File: src/rtl/cso_pkg.sv
package cso_pkg;

  // Modular increment used for the position ring.
  function automatic int unsigned ring_add(input int unsigned a,
                                           input int unsigned b,
                                           input int unsigned n);
    return (a + b) % n;
  endfunction

  // Flat position number of a (stream, channel) pair.
  function automatic int unsigned flat_pos(input int unsigned stream,
                                           input int unsigned chan,
                                           input int unsigned chans_per_stream);
    return stream * chans_per_stream + chan;
  endfunction

  // Position carried in a given stream slot, advanced by one channel.
  function automatic int unsigned slot_to_pos(input int unsigned slot,
                                              input int unsigned advance,
                                              input int unsigned n);
    return (slot + advance) % n;
  endfunction

endpackage

File: src/rtl/cso_pos_counter.sv
module cso_pos_counter #(
  parameter int unsigned NUM_POS = 256,
  parameter int unsigned ADVANCE = 8,
  localparam int unsigned POS_W  = $clog2(NUM_POS)
) (
  input  logic             clk,
  input  logic             rst_n,
  input  logic             frame_pulse,
  output logic [POS_W-1:0] pos_q,
  output logic             locked_q,
  output logic [POS_W-1:0] fetch_addr
);
  import cso_pkg::*;

  localparam logic [POS_W-1:0] PRELOAD = POS_W'(slot_to_pos(0, ADVANCE, NUM_POS));

  logic [POS_W-1:0] next_pos;

  always_comb begin
    next_pos   = POS_W'(ring_add(int'(pos_q), 1, NUM_POS));
    fetch_addr = frame_pulse ? PRELOAD : next_pos;
  end

  always_ff @(posedge clk or negedge rst_n) begin
    if (!rst_n) begin
      pos_q    <= '0;
      locked_q <= 1'b0;
    end else if (frame_pulse) begin
      pos_q    <= PRELOAD;
      locked_q <= 1'b1;
    end else if (locked_q) begin
      pos_q    <= next_pos;
    end
  end

endmodule

File: src/rtl/cso_out_reg.sv
module cso_out_reg (
  input  logic clk,
  input  logic rst_n,
  input  logic load_en,
  input  logic bit_in,
  output logic bit_q
);
  always_ff @(posedge clk or negedge rst_n) begin
    if (!rst_n) bit_q <= 1'b0;
    else        bit_q <= load_en ? bit_in : 1'b0;
  end
endmodule

File: src/rtl/cso_serializer.sv
module cso_serializer #(
  parameter int unsigned STREAMS       = 8,
  parameter int unsigned CHANS_PER_STR = 32,
  parameter int unsigned BITS_PER_CHAN = 8,
  localparam int unsigned NUM_POS      = STREAMS * CHANS_PER_STR,
  localparam int unsigned POS_W        = $clog2(NUM_POS),
  localparam int unsigned ADVANCE      = BITS_PER_CHAN
) (
  input  logic             clk,
  input  logic             rst_n,
  input  logic             frame_pulse,
  output logic [POS_W-1:0] ctl_rd_addr,
  input  logic             ctl_rd_bit,
  output logic             ctl_serial_out
);

  logic [POS_W-1:0] pos_q;
  logic             locked_q;
  logic             load_en;

  cso_pos_counter #(.NUM_POS(NUM_POS), .ADVANCE(ADVANCE)) u_cnt (
    .clk        (clk),
    .rst_n      (rst_n),
    .frame_pulse(frame_pulse),
    .pos_q      (pos_q),
    .locked_q   (locked_q),
    .fetch_addr (ctl_rd_addr)
  );

  assign load_en = frame_pulse | locked_q;

  cso_out_reg u_out (
    .clk    (clk),
    .rst_n  (rst_n),
    .load_en(load_en),
    .bit_in (ctl_rd_bit),
    .bit_q  (ctl_serial_out)
  );

endmodule

File: config.mk
export PLATFORM = sky130hd
export DESIGN_NAME = cso_serializer
export DESIGN_NICKNAME = d
export VERILOG_FILES = /design/src/rtl/cso_pkg.sv /design/src/rtl/cso_pos_counter.sv /design/src/rtl/cso_out_reg.sv /design/src/rtl/cso_serializer.sv
export SDC_FILE = /design/constraint.sdc
export NUM_CORES = 1
export LEC_CHECK = 0
export ABC_CLOCK_PERIOD_IN_PS = 2000
export BUFFER_PORTS_ARGS = -buffer_cell sky130_fd_sc_hd__buf_2
export CAP_MARGIN = 0
export CORE_ASPECT_RATIO = 1.2
export CORE_MARGIN = 5
export CORE_UTILIZATION = 25
export DETAILED_ROUTE_END_ITERATION = 7
export GPL_TIMING_DRIVEN = 0
export PLACE_DENSITY_LB_ADDON = 0.15
export SYNTH_ARGS = -nofsm -noshare
export SYNTH_HDL_FRONTEND = slang
export SYNTH_SLANG_ARGS = --single-unit
File: constraint.sdc
create_clock -name clk -period 2 [get_ports clk]
set_clock_uncertainty 0.15 [all_clocks]
set_input_delay 0.4 -clock clk [delete_from_list [all_inputs] [get_ports clk]]
set_output_delay 0.4 -clock clk [all_outputs]
set_load 0.005 [all_outputs]
==> results by group <==
Route
  – Vias after detailed routing: 466
  – Post-DRT Antenna Nets: 0
  – Violation count after the first detailed-route iteration: 3
  – Vias/cell: 4.161
  – Post-detailed-route DRC marker count: 0
  – Overall routed net length: 1221 um
  – 1st-pass router iterations: 4
  – Avg WL per Cell: 10.90 um

Synthesis
  – Share of the synthesized area in the top cell type: 40.73%
  – Number of enable flip-flop cells after synthesis: 0
  – Area leader, netlist: sky130_fd_sc_hd__dfrtp_1
  – Mean post-synth cell area: 9.751 um2
  – Post-synthesis sequential area ratio: 40.73%
  – Yosys cell types: 19
  – Summed instance area of the synthesized netlist: 614.3 um2
  – Cell types occupying the most area after synthesis: sky130_fd_sc_hd__dfrtp_1 41%, sky130_fd_sc_hd__mux2i_1 11%, sky130_fd_sc_hd__xor2_1 7.1%
  – Fraction of synthesis flops using an asynchronous set or reset pin: 100.0%
  – Synth cell count leaders: 10 x sky130_fd_sc_hd__dfrtp_1, 10 x sky130_fd_sc_hd__nor2_1, 7 x sky130_fd_sc_hd__mux2i_1
  – Top flip-flop cell by instance count after synthesis: sky130_fd_sc_hd__dfrtp_1
  – Instance count of the mapped netlist: 63
  – Syn nets: 68
  – Number of flip-flops and latches in the synthesized netlist: 10
  – Count of warnings emitted by yosys: 0

Place
  – Final HPWL DP: 922.9 um
  – Placed Instances: 106
  – Placer's final routability congestion estimate: 0.7080
  – Number of buffers inserted by port buffering: 12
  – Placement Setup Slack: 0.1843 ns
  – Post-detailed-placement cell area: 713.2 um2

CTS
  – Clock tree from TritonCTS: done
  – Clock root cell: sky130_fd_sc_hd__clkbuf_4
  – Maximum clock insertion buffer count: 2
  – Cts bufs inserted: 3
  – Clock input transition at the sequential cells of the worst setup and hold paths: 0.07 ns
  – Level count of the clock H-tree: 1
  – Clock Sinks: 10
  – Clock latency of the later-clocked register in the worst-skew pair: 0.27 ns

Timing
  – RSZ-0062 raised after global routing: true
  – Tightest Pin Transition: 0.2374 ns
  – Worst Hold Margin: 0.1793 ns
  – Highest clock frequency the design can meet: 522.9 MHz
  – Final worst-path setup slack: 0.08773 ns
  – Tcrit/Tclk final: 95.61%
  – Final min period: 1.912 ns
  – Max-slew violation total from the final report: 0
  – Hold violation count in the final report: 0
  – Max-slew headroom at the worst pin: 84.17%
  – Final Setup Violations: 0

Floorplanning
  – I/O pins: 13
  – Initial standard-cell utilization of the core: 26.37%
  – Height of the chip: 64.30 um
  – Die X: 55.25 um
  – Area inside the core boundary: 0.002330 mm2
  – Total die area: 0.003553 mm2
  – Site row count: 19

Run status
  – Status: finished, final reports clean

Hold path
  – Kind of path behind the tightest hold check: in -> reg

Finish
  – Filler instances: 268
  – Final cell area excluding filler cells: 809.5 um2
  – Number of nets in the layout: 87
  – Fraction of the core area covered by cells at the end of the flow: 34.75%
  – Post-Layout Cell Count: 112
  – Share of cells above drive strength 1: 44.44%
  – Diode count: 0
  – Layout area overhead: 31.77%

Global routing
  – Overall Global Routing Usage: 7.930%
  – Global-route wire length before repair: 2145 um
  – Met2 capacity usage during global routing: 13.02%
  – Antenna violations before repair: 0
  – Gr busiest metal: met2
  – Via count of the first global-routing pass: 482
  – Met1 track demand over resource in global routing: 8.010%
  – Total global routing overflow: 0
  – Maximum number of pins on one net before global-route repair: 11
  – Met3 global-route usage: 3.622%

Flow run
  – Count of max-cap constraint violations: 0

Critical path
  – Worst setup EP type: output pin
  – Critical path startpoint category: flop
  – Required time at the worst-slack endpoint: 1.45 ns
  – Critical path data arrival time: 1.36 ns
  – Critical Path Fanout Max: 6
  – Kind of critical path: reg -> out

Power and ir drop
  – Cell Pwr Density: 575.0 mW/mm2
  – Leakage Power: 0.0003334 uW
  – VDD IR-drop max: 386.7 uV
## layer usage
| layer | share of wire (%) | wire length, um |
|---|---|---|
| met5 | 0 | 0 |
| met3 | 5.7 | 69 |
| met2 | 48 | 584 |
| met4 | 3.0 | 37 |
| met1 | 43 | 530 |
## logic make-up (layout without fill, tap and decap cells)
kind of cell / after synthesis / in the layout / share of synthesized area (%)
buf+inv: 4 / 22 / 4.480
mux: 7 / 7 / 11.41
simple gates: 34 / 34 / 31.37
flops: 10 / 10 / 40.73
xor+xnor: 7 / 7 / 9.980
fa+ha+maj: 1 / 1 / 2.036
## layout make-up
cell class	count	area (um2)	share of cell area, %
multi-input combinational	49	371.6	45.90
sequential	10	254.0	31.38
timing repair buffer	14	77.57	9.583
tap	31	38.79	4.791
clock buffer	4	36.28	4.482
buffer	4	31.28	3.864
## metrics by stage
stage / total power [uW] / TNS, ns
finish: 465.5 / 0
global route: 492.1 / -0.02513
CTS: 468.6 / 0
detailed placement: 270.6 / 0
global placement: 269.9 / 0
floorplan: 250.4 / 0
## worst max-delay path, stage by stage (launching register included)
cell and delay, ns:
sky130_fd_sc_hd__dfrtp_2 0.45, sky130_fd_sc_hd__ha_4 0.20, sky130_fd_sc_hd__nand2_4 0.06, sky130_fd_sc_hd__nor2_4 0.09
sky130_fd_sc_hd__mux2i_1 0.17, sky130_fd_sc_hd__buf_2 0.13
## flip-flops by register name (all words and copies together) (netlist names)
name            count
u_cnt.locked_q      1
u_out.bit_q         1
u_cnt.pos_q         8
## worst paths after layout
kind	startpoint	end	slack, ns	cells past startpoint
worst max-delay path	u_cnt.pos_q[0]	ctl_rd_addr[6]	0.09	5
worst min-delay path	ctl_rd_bit	u_out.bit_q	0.18	2
worst max register to register	u_cnt.pos_q[0]	u_cnt.pos_q[5]	0.73	4
min in group asynchronous	rst_n	u_cnt.pos_q[2]	0.36	2
max in group asynchronous	rst_n	u_cnt.pos_q[0]	1.12	2
worst min register to register	u_cnt.pos_q[7]	u_cnt.pos_q[7]	0.41	2
## cells in the final DEF, fill, tap and decap left out, drive strengths merged, types with 2 or more instances in the layout
| cell | netlist | layout |
|---|---|---|
| buf | 4 | 17 |
| nand3 | 4 | 4 |
| clkbuf | 0 | 4 |
| nand2b | 5 | 5 |
| nor2 | 13 | 13 |
| mux2i | 7 | 7 |
| dfrtp | 10 | 10 |
| or2 | 4 | 4 |
| nand4 | 3 | 3 |
| xor2 | 5 | 5 |
| nand2 | 3 | 3 |
| xnor2 | 2 | 2 |
## where the power goes
part | switching, uW | internal [uW] | total [uW]
sequential | 9.77 | 209 | 219
combinational | 29.1 | 31.0 | 60.1
clock | 75.7 | 111 | 186
total | 115 | 351 | 465
## what timing repair did
item,4_1_cts,5_1_grt
setup buffers,0,1
hold buffers,1,0
gates resized for setup,3,8
pin swaps,0,2
setup endpoints to repair,2,3
endpoints found under the hold margin,10,0
No activity file was read; power rests on OpenSTA's default activity.
